[src/rtl/led_dim_pkg.sv]
package led_dim_pkg;
  localparam int LED_COUNT   = 16;
  localparam int CH_COUNT    = 2;
  localparam int VAL_W       = 8;
  localparam int LEDS_PER_GRP = 4;
  localparam int GROUP_COUNT = LED_COUNT / LEDS_PER_GRP;
  localparam int REG_COUNT   = 2 * CH_COUNT + GROUP_COUNT;
  localparam int ADDR_W      = $clog2(REG_COUNT);

  typedef struct packed {
    logic [CH_COUNT-1:0]    rateWr;
    logic [CH_COUNT-1:0]    dutyWr;
    logic [GROUP_COUNT-1:0] selWr;
  } dimStrobes_t;
endpackage

[src/rtl/dim_channel.sv]
module dim_channel #(
  parameter int VAL_W = 8
) (
  input  logic             clk,
  input  logic             rstN,
  input  logic             tick,
  input  logic             rateWr,
  input  logic             dutyWr,
  input  logic [VAL_W-1:0] wrData,
  output logic             dimOn
);
  localparam logic [VAL_W-1:0] DUTY_RST = VAL_W'(1) << (VAL_W - 1);

  logic [VAL_W-1:0] ratePend, dutyPend, rateAct, dutyAct;
  logic [VAL_W-1:0] preCnt, stepCnt;
  logic stepAdv, wrap;

  assign stepAdv = tick && (preCnt == rateAct);
  assign wrap    = stepAdv && (stepCnt == '1);
  assign dimOn   = stepCnt < dutyAct;

  always_ff @(posedge clk or negedge rstN) begin
    if (!rstN) begin
      ratePend <= '0;
      dutyPend <= DUTY_RST;
    end else begin
      if (rateWr) ratePend <= wrData;
      if (dutyWr) dutyPend <= wrData;
    end
  end

  always_ff @(posedge clk or negedge rstN) begin
    if (!rstN) begin
      rateAct <= '0;
      dutyAct <= DUTY_RST;
      preCnt  <= '0;
      stepCnt <= '0;
    end else if (tick) begin
      if (stepAdv) begin
        preCnt  <= '0;
        stepCnt <= stepCnt + 1'b1;
        if (wrap) begin
          rateAct <= ratePend;
          dutyAct <= dutyPend;
        end
      end else begin
        preCnt <= preCnt + 1'b1;
      end
    end
  end

  assert_hold_no_tick_R7: assert property (@(posedge clk) disable iff (!rstN)
    !tick |=> $stable(stepCnt) && $stable(preCnt));

  assert_duty_at_wrap_R6: assert property (@(posedge clk) disable iff (!rstN)
    !wrap |=> $stable(dutyAct) && $stable(rateAct));

  assert_pre_bound_R2: assert property (@(posedge clk) disable iff (!rstN)
    preCnt <= rateAct);
endmodule

[src/rtl/led_dim_ctrl.sv]
module led_dim_ctrl
  import led_dim_pkg::*;
(
  input  logic              clk,
  input  logic              rstN,
  input  logic              wrEn,
  input  logic [ADDR_W-1:0] wrAddr,
  output dimStrobes_t       strobes
);
  always_comb begin
    strobes = '0;
    for (int c = 0; c < CH_COUNT; c++) begin
      strobes.rateWr[c] = wrEn && (wrAddr == ADDR_W'(2 * c));
      strobes.dutyWr[c] = wrEn && (wrAddr == ADDR_W'(2 * c + 1));
    end
    for (int g = 0; g < GROUP_COUNT; g++)
      strobes.selWr[g] = wrEn && (wrAddr == ADDR_W'(2 * CH_COUNT + g));
  end

  assert_single_target_R5: assert property (@(posedge clk) disable iff (!rstN)
    $onehot0({strobes.rateWr, strobes.dutyWr, strobes.selWr}));
endmodule

[src/rtl/led_dim_datapath.sv]
module led_dim_datapath
  import led_dim_pkg::*;
(
  input  logic                 clk,
  input  logic                 rstN,
  input  logic                 stepTick,
  input  dimStrobes_t          strobes,
  input  logic [VAL_W-1:0]     wrData,
  input  logic [LED_COUNT-1:0] padSense,
  output logic [LED_COUNT-1:0] driveLow,
  output logic [LED_COUNT-1:0] levelRead
);
  localparam int SEL_W = 2 * LED_COUNT;

  logic [CH_COUNT-1:0] dimOn;
  logic [SEL_W-1:0]    selVec;

  for (genvar c = 0; c < CH_COUNT; c++) begin : g_ch
    dim_channel #(.VAL_W(VAL_W)) u_ch (
      .clk    (clk),
      .rstN   (rstN),
      .tick   (stepTick),
      .rateWr (strobes.rateWr[c]),
      .dutyWr (strobes.dutyWr[c]),
      .wrData (wrData),
      .dimOn  (dimOn[c])
    );
  end

  for (genvar g = 0; g < GROUP_COUNT; g++) begin : g_sel
    always_ff @(posedge clk or negedge rstN) begin
      if (!rstN) selVec[2*LEDS_PER_GRP*g +: 2*LEDS_PER_GRP] <= '0;
      else if (strobes.selWr[g])
        selVec[2*LEDS_PER_GRP*g +: 2*LEDS_PER_GRP] <= wrData;
    end
  end

  for (genvar i = 0; i < LED_COUNT; i++) begin : g_led
    always_comb begin
      unique case (selVec[2*i +: 2])
        2'b00:   driveLow[i] = 1'b0;
        2'b01:   driveLow[i] = 1'b1;
        2'b10:   driveLow[i] = dimOn[0];
        default: driveLow[i] = dimOn[1];
      endcase
    end
  end

  always_ff @(posedge clk or negedge rstN) begin
    if (!rstN) levelRead <= '0;
    else       levelRead <= padSense;
  end

  assert_reset_dark_R1: assert property (@(posedge clk) disable iff (!rstN)
    !$past(rstN) |-> driveLow == '0);

  assert_readback_R8: assert property (@(posedge clk) disable iff (!rstN)
    $past(rstN) |-> levelRead == $past(padSense));
endmodule

[src/rtl/led_dim_engine.sv]
module led_dim_engine
  import led_dim_pkg::*;
(
  input  logic                 clk,
  input  logic                 rstN,
  input  logic                 stepTick,
  input  logic                 wrEn,
  input  logic [ADDR_W-1:0]    wrAddr,
  input  logic [VAL_W-1:0]     wrData,
  input  logic [LED_COUNT-1:0] padSense,
  output logic [LED_COUNT-1:0] driveLow,
  output logic [LED_COUNT-1:0] levelRead
);
  dimStrobes_t strobes;

  led_dim_ctrl u_ctrl (
    .clk     (clk),
    .rstN    (rstN),
    .wrEn    (wrEn),
    .wrAddr  (wrAddr),
    .strobes (strobes)
  );

  led_dim_datapath u_dp (
    .clk       (clk),
    .rstN      (rstN),
    .stepTick  (stepTick),
    .strobes   (strobes),
    .wrData    (wrData),
    .padSense  (padSense),
    .driveLow  (driveLow),
    .levelRead (levelRead)
  );
endmodule

[config.mk]
export PLATFORM = sky130hd
export DESIGN_NAME = led_dim_engine
export DESIGN_NICKNAME = d
export VERILOG_FILES = /design/src/rtl/led_dim_pkg.sv /design/src/rtl/dim_channel.sv /design/src/rtl/led_dim_ctrl.sv /design/src/rtl/led_dim_datapath.sv /design/src/rtl/led_dim_engine.sv
export SDC_FILE = /design/constraint.sdc
export NUM_CORES = 1
export LEC_CHECK = 0
export BUFFER_PORTS_ARGS = -buffer_cell sky130_fd_sc_hd__buf_2
export CORE_MARGIN = 2
export CORE_UTILIZATION = 35
export DETAILED_ROUTE_END_ITERATION = 10
export GPL_ROUTABILITY_DRIVEN = 0
export SYNTH_ARGS = -nofsm -noshare
export SYNTH_HDL_FRONTEND = slang
export SYNTH_SLANG_ARGS = --single-unit
[constraint.sdc]
create_clock -name clk -period 4.1 [get_ports clk]
set_input_delay 0.615 -clock clk [delete_from_list [all_inputs] [get_ports clk]]
set_output_delay 0.615 -clock clk [all_outputs]
set_load 0.1 [all_outputs]
After elaboration in Yosys (flattened, before gate mapping)
Cells that the tools add are included.
Widths: inputs -> output; s select.

storage, ports and cells
  register bits = 144
  latch bits = 0
  bits in writable memories = 0
  bits in read-only memories = 0
  input port bits = 31
  output and inout port bits = 32
  word-level logic and storage cells = 117
  memories kept = 0

operators by class
  $add $sub $neg = 4
  multipliers = 0
  div/mod/pow operators = 0
  magnitude comparators = 2
  eq/ne operators = 43
  shifts and indexed selects = 0
  muxes and demuxes = 18
  bitwise logic cells = 0
  reductions and logical operators = 33

operators by type and width
  kind                 number
  $pmux 1 s3           16
  $add 8x1->8 const B  4
  $eq 2x1->1 const B   16
  $eq 2x2->1 const B   16
  $logic_not 2->1      16
  $eq 8x8->1           2
  $eq 8x8->1 const B   2
  $lt 8x8->1           2
  $mux 8               2
  $eq 3x3->1 const B   4
  $logic_and 1x1->1    12
  $eq 3x2->1 const B   2
  $reduce_and 3->1     2
  $reduce_and 2->1     2
  $eq 3x1->1 const B   1
  $logic_not 3->1      1

Logic depth before layout (Yosys ltp)
Gate-level depths: netlist (run 1).

  depth after elaboration = 4
  gate-level depth with buffers = 8
  gate-level depth less buffers = 7

Cells and area by module
Synthesis (run 1) repeated with hierarchy kept, for this count alone.

unflattened totals
  cells, all modules = 471
  area, all modules = 6591.3 um^2

by module, submodules not included
  module                            times used  cells each  area an instance (um^2)  sequential area each (um^2)
  dim_channel at u_dp.g_ch[1].u_ch  1           175         2288.4                   1203.7
  dim_channel at u_dp.g_ch[0].u_ch  1           168         2260.9                   1203.7
  led_dim_datapath                  1           120         1946.9                   1201.2
  led_dim_ctrl                      1           8           95.1                     0.0

Least setup slack after synthesis (run 1)
Ideal clock, no wire load.

  kind = flip-flop to output port
  start point = register u_dp.g_ch[0].u_ch.dutyAct[7]
  end point = output driveLow[0]
  arrival time = 3.586 ns
  setup slack = -0.101 ns
  stages on the path, launching flop included = 9
  buffers on the path = 1
  path through = dfstp_2 > inv_1 > ha_1 > nand2_1 > nor2_1 > a211oi_1 > o31ai_1 > clkbuf_1 > o21ai_0

on the way
  longest elaborated chain between the ends = 2

ends and longest elaborated chain
  item                      RTL line                text
  start: declaration        dim_channel.sv:14       logic [VAL_W-1:0] ratePend, dutyPend, rateAct, dutyAct;
  start signal: assignment  dim_channel.sv:44       dutyAct <= dutyPend;
  $lt 8x8->1                dim_channel.sv:20       assign dimOn = stepCnt < dutyAct;
  $pmux 1 s3                led_dim_datapath.sv:40  unique case (selVec[2*i +: 2])
  end: declaration          led_dim_engine.sv:11    output logic [LED_COUNT-1:0] driveLow,

No other way between the ends.

Worst setup path in the final report (run 1)
  start point = register u_dp.g_ch[0].u_ch.dutyAct[7]
  end point = output driveLow[2]

Same word-level chain as after synthesis.

==> results of run 1 <==
cell families (layout without fill, tap and decap cells):
kind of cell,Yosys count,count (layout),synth area share (%)
compound gates,43,43,3.63
mux,100,100,18.1
fa+ha+maj,18,18,3.51
flops,144,144,56.3
simple gates,120,120,10.6
buf+inv,31,116,2.09
xor+xnor,42,42,5.74
placed cells by master, fill, tap and decap left out, types with 12 or more instances in the layout:
cell type and n:
dfrtp_1 140, nand4_1 15, o21ai_0 33, nand2_1 34, buf_2 61, xnor2_1 30
xor2_1 12, ha_1 18, nand2b_1 18, nor2_1 21, inv_1 17, clkbuf_16 17
mux2_2 90
final timing paths:
check / startpoint / to / slack, ns
worst max-delay path: u_dp.g_ch[0].u_ch.dutyAct[7]$_DFFE_PN1P_ / driveLow[2] / 0.64
worst min-delay path: padSense[11] / u_dp.levelRead[11]$_DFF_PN0_ / 0.29
worst max register to register: u_dp.g_ch[1].u_ch.preCnt[5]$_DFFE_PN0P_ / u_dp.g_ch[1].u_ch.rateAct[0]$_DFFE_PN0P_ / 1.68
worst min register to register: u_dp.g_ch[0].u_ch.ratePend[4]$_DFFE_PN0P_ / u_dp.g_ch[0].u_ch.rateAct[4]$_DFFE_PN0P_ / 0.50
max in group asynchronous: rstN / u_dp.selVec[13]$_DFFE_PN0P_ / 2.87
min in group asynchronous: rstN / u_dp.levelRead[10]$_DFF_PN0_ / 0.30
metrics by stage:
stage	power, W	hold slack, ns	setup TNS [ns]	std cells	setup slack, ns
CTS	0.00513	0.279	0	812	0.691
floorplan	0.00316	0.319	-1.01	498	-0.101
global route	0.00533	0.283	0	812	0.533
finish	0.00508	0.294	0	812	0.641
detailed placement	0.00354	0.489	0	780	1.15
global placement	0.00348	0.485	0	780	1.32
report_power, final:
group	total (W)	switching (W)	internal (W)
Sequential	0.00187	0.000214	0.00166
Clock	0.00156	0.000623	0.000940
Combinational	0.00164	0.00120	0.000443
Total	0.00508	0.00203	0.00304
registers in the layout (all words and copies together), names as in the netlist:
| register | count |
|---|---|
| u_dp.g_ch.u_ch.dutyAct | 16 |
| u_dp.g_ch.u_ch.ratePend | 16 |
| u_dp.levelRead | 16 |
| u_dp.g_ch.u_ch.stepCnt | 16 |
| u_dp.g_ch.u_ch.dutyPend | 16 |
| u_dp.g_ch.u_ch.rateAct | 16 |
| u_dp.selVec | 32 |
| u_dp.g_ch.u_ch.preCnt | 16 |
synthesized netlist by cell type (3+ instances only):
library cell	n	area (um2)
and3_1	6	37.5
clkbuf_1	9	33.8
dfrtp_1	140	3500
dfstp_2	4	105
ha_1	18	225
inv_1	17	63.8
mux2_2	90	1010
mux2_4	10	150
nand2_1	34	128
nand2b_1	18	113
nand3_1	8	40.0
nand4_1	15	93.8
nand4b_1	3	26.3
nor2_1	21	78.8
nor3_2	3	30.0
o21ai_0	33	165
xnor2_1	30	263
xor2_1	12	105
cell type report:
class / count / share of cell area [%]
inverters: 17 / 0.841
multi-input cells: 323 / 35.2
clock inverters: 13 / 2.03
repair buffers: 67 / 4.67
clock buffers: 19 / 5.97
well taps: 229 / 3.78
flip-flops and latches: 144 / 47.6
routing by layer:
layer	track usage, %	up-vias	share of wire, %
li1	-	1881	-
met1	18.3	2012	47
met2	22.8	77	48
met3	3.06	15	3.3
met4	5.48	0	1.8
met5	0	-	0
==> impl_metrics.tcl, run 1 <==
set metrics [dict create \
    run_status "completed" \
    worst_setup_path_start_kind "flip-flop" \
    track_usage_pct 14.0 \
    netlist-cell-type-count 39 \
    hold_class "input port to flip-flop" \
    period_share_pct 84.4 \
    slew_viol_final 0 \
    finalHoldViolations 0 \
    cp.arrival_ns 2.84 \
    worstHoldPathCells 1 \
    rr_worst_depth 5 \
    port_buffers 62 \
    path_class "flip-flop to primary output" \
    async_flop_share_pct 100 \
    fmax_ghz 0.289 \
    seqCellArea_mm2 0.00361 \
    cts-buffers-inserted 17 \
    drive_gt1_share_pct 36.4 \
    die_area_mm2 0.0194 \
    syn_area_mm2 0.00641 \
    ios 63 \
    drtPass1Iterations 4 \
    stdcell_area_mm2 0.00759 \
    antenna_found_initial 0 \
    multi_input_area_mm2 0.00267 \
    place_area_mm2 0.00698 \
    post_cts.repair.setup_buffers 0 \
    cts_root_buf "clkbuf_16" \
    drt_iter0_drc 183 \
    path_depth 9 \
    cts.sinks 144 \
    cp_cell_sequence "inv_1 -> ha_1 -> nand2_1 -> nor2_1 -> a211oi_1 -> o31ai_1 -> buf_4 -> o21ai_0 -> buf_2" \
    fillCellCount 1681 \
    peakVddDrop_mv 0.675 \
    die_h_um 139 \
    grt_pass1_vias 4243 \
    synth.net_count 547 \
    synth_cells 498 \
    ys_warn_count 0 \
    ctsResizeCount 0 \
    syn2layout_area_growth_pct 18.4 \
    antenna_left 0 \
    post-dp-hpwl_mm 8.54 \
    grt_pass1_wl_mm 21.7 \
    core_mm2 0.0180 \
    rsz0062_at_grt "false" \
    dieWidth_um 139 \
    clk_pin_slew_ns 0.06 \
    drc 0 \
    crit_family "buffers and inverters" \
    wl_mm 12.7 \
    start_util_pct 35.7 \
    clk_latency_ns 0.42 \
    synth_seq_cells 144 \
    vias 3985 \
    cts_max_level 4 \
    end_kind "primary output" \
    leakagePower_nw 3.48 \
    grt_overflow_total 0 \
    drt-wirelength-per-cell_um 15.6 \
    rows 49 \
    cts_hold_buf 0 \
    nNetsFinal 619 \
    worstPathRequired_ns 3.48 \
    slew_headroom_pct 28.3 \
    viasPerCell 4.91 \
    setup_viol 0 \
    cp_num_buf_inv 3 \
    pwr_density_cell_mw_per_mm2 669 \
    antenna_cells 0 \
    slowest_stage "dfstp_2" \
    cts_tree "done" \
    maxCapViolCount 0 \
    synth_edf_count 0 \
    worst_pin_slew_ns 1.07 \
    post-route-util_pct 42.2 \
    crit_path_max_incr_delay_ns 0.54 \
    fin_skew_ns 0.00760 \
    grt_max_degree 114 \
    final.min_clock_period_ns 3.46 \
    seq_area_frac_synth_pct 56.3 \
    path_max_fanout 16 \
    clockBufferDepth 2 \
    synth_ff_type "dfrtp_1" \
    avgSynthCellArea_um2 12.9 \
]
(Power assumes the default switching activity.)
==> run 2: changes to the inputs <==
==> constraint.sdc (replaced) <==
create_clock -name clk -period 3.45 [get_ports clk]
set_input_delay 0.5175 -clock clk [delete_from_list [all_inputs] [get_ports clk]]
set_output_delay 0.5175 -clock clk [all_outputs]
set_load 0.1 [all_outputs]
==> impl_metrics.tcl, run 2 (synthesis gave the netlist of run 1 again) <==
set metrics [dict create \
    run_status "completed" \
    cp.arrival_ns 2.72 \
    drtPass1Iterations 4 \
    cp_cell_sequence "inv_1 -> ha_1 -> nand2_1 -> nor2_1 -> a211oi_1 -> o31ai_1 -> buf_4 -> o21ai_0 -> buf_2" \
    core_mm2 0.0180 \
    antenna_left 0 \
    nNetsFinal 619 \
    regMostFlops "u_dp.selVec" \
    rsz0062_at_grt "false" \
    clk_latency_ns 0.41 \
    grt_pass1_vias 4178 \
    start_util_pct 35.7 \
    finalHoldViolations 0 \
    grt_max_degree 87 \
    final.min_clock_period_ns 3.24 \
    fillCellCount 1678 \
    crit_path_max_incr_delay_ns 0.53 \
    port_buffers 62 \
    mostFrequentLayoutCells "140 x dfrtp_1, 90 x mux2_2, 61 x buf_2" \
    seqCellArea_mm2 0.00361 \
    hold_class "input port to async pin" \
    cts_max_level 4 \
    largest_reg_flops 32 \
    grt_overflow_total 0 \
    pwr_density_cell_mw_per_mm2 818 \
    cts.sinks 144 \
    path_max_fanout 16 \
    rows 49 \
    antenna_found_initial 0 \
    maxCapViolCount 0 \
    cts_root_buf "clkbuf_16" \
    clockBufferDepth 2 \
    place_area_mm2 0.00699 \
    rr_worst_depth 6 \
    slew_viol_final 0 \
    fmax_ghz 0.309 \
    worst_pin_slew_ns 0.780 \
    layout_commonest_cell "dfrtp_1" \
    drive_gt1_share_pct 36.0 \
    clk_pin_slew_ns 0.06 \
    slowest_stage "dfstp_2" \
    tns_ns 0 \
    leakagePower_nw 3.53 \
    vias 3963 \
    antenna_cells 0 \
    post-dp-hpwl_mm 8.48 \
    stdcell_area_mm2 0.00768 \
    worst_setup_path_start_kind "flip-flop" \
    grt_pass1_wl_mm 21.7 \
    post_cts.repair.setup_buffers 0 \
    viasPerCell 4.88 \
    die_h_um 139 \
    multi_input_area_mm2 0.00267 \
    track_usage_pct 14.0 \
    syn2layout_area_growth_pct 19.8 \
    cts-buffers-inserted 17 \
    end_kind "primary output" \
    period_share_pct 93.9 \
    dieWidth_um 139 \
    cts_tree "done" \
    setup_viol 0 \
    ctsResizeCount 0 \
    drt_iter0_drc 151 \
    fin_skew_ns 0.00703 \
    wl_mm 12.7 \
    cts_hold_buf 0 \
    path_class "flip-flop to primary output" \
    die_area_mm2 0.0194 \
    worstPathRequired_ns 2.93 \
    slew_headroom_pct 48.0 \
    drc 0 \
    drt-wirelength-per-cell_um 15.6 \
    peakVddDrop_mv 0.770 \
    ios 63 \
]
==> run 2: changes by cell type in the layout (fill, tap and decap cells not counted), sizes merged <==
cell / delta
bufinv: +4
clkbuf: +4
clkinv: -3
clkinvlp: -1
inv: -4
==> run 2: layout make-up <==
class | count | share of cell area (%)
sequential | 144 | 47.0
multi-input combinational | 323 | 34.7
clock buffer | 23 | 6.35
timing repair buffer | 67 | 4.77
tap | 229 | 3.73
clock inverter | 9 | 2.62
inverter | 17 | 0.830
==> run 2: final timing paths <==
path | start | endpoint | slack (ns)
worst max-delay path | u_dp.g_ch[0].u_ch.dutyAct[7]$_DFFE_PN1P_ | driveLow[6] | 0.21
max in group asynchronous | rstN | u_dp.g_ch[0].u_ch.dutyAct[7]$_DFFE_PN1P_ | 2.46
worst min register to register | u_dp.g_ch[1].u_ch.dutyAct[0]$_DFFE_PN0P_ | u_dp.g_ch[1].u_ch.dutyAct[0]$_DFFE_PN0P_ | 0.49
worst max register to register | u_dp.g_ch[1].u_ch.preCnt[1]$_DFFE_PN0P_ | u_dp.g_ch[1].u_ch.dutyAct[1]$_DFFE_PN0P_ | 1.12
min in group clk | padSense[3] | u_dp.levelRead[3]$_DFF_PN0_ | 0.20
worst min-delay path | rstN | u_dp.levelRead[7]$_DFF_PN0_ | 0.17
==> run 2: metrics by stage <==
stage	std cells	setup slack (ns)	hold slack (ns)	utilization [%]	power (W)
6_report	812	0.212	0.172	42.8	0.00629
3_3_place_gp	780	0.789	0.481	38.9	0.00414
2_1_floorplan	498	-0.654	0.222	-	0.00376
4_1_cts	812	0.222	0.187	42.8	0.00635
3_5_place_dp	780	0.682	0.489	38.9	0.00420
5_1_grt	812	0.0917	0.182	42.8	0.00661
==> run 2: metal layers <==
metal / part of all wire [%] / track usage, % / vias to the layer above
li1: - / - / 1877
met1: 47 / 18.4 / 1993
met2: 49 / 23.0 / 78
met3: 3.0 / 2.96 / 15
met4: 1.4 / 5.10 / 0
met5: 0 / 0 / -
==> run 2: power by group <==
group	switching (W)	total (W)	internal [W]	leakage, nW
combinational	0.00141	0.00194	0.000528	1.39
clock	0.000686	0.00212	0.00143	0.334
sequential	0.000257	0.00223	0.00197	1.81
==> run 2: critical path: cells and delay by family, from the launching register on <==
kind,cells,cell delay [ns]
buffers and inverters,3,0.72
DFF,1,0.53
AOI/OAI and AO/OA,3,0.59
adders and majority gates,1,0.31
and+or+nand+nor,2,0.13
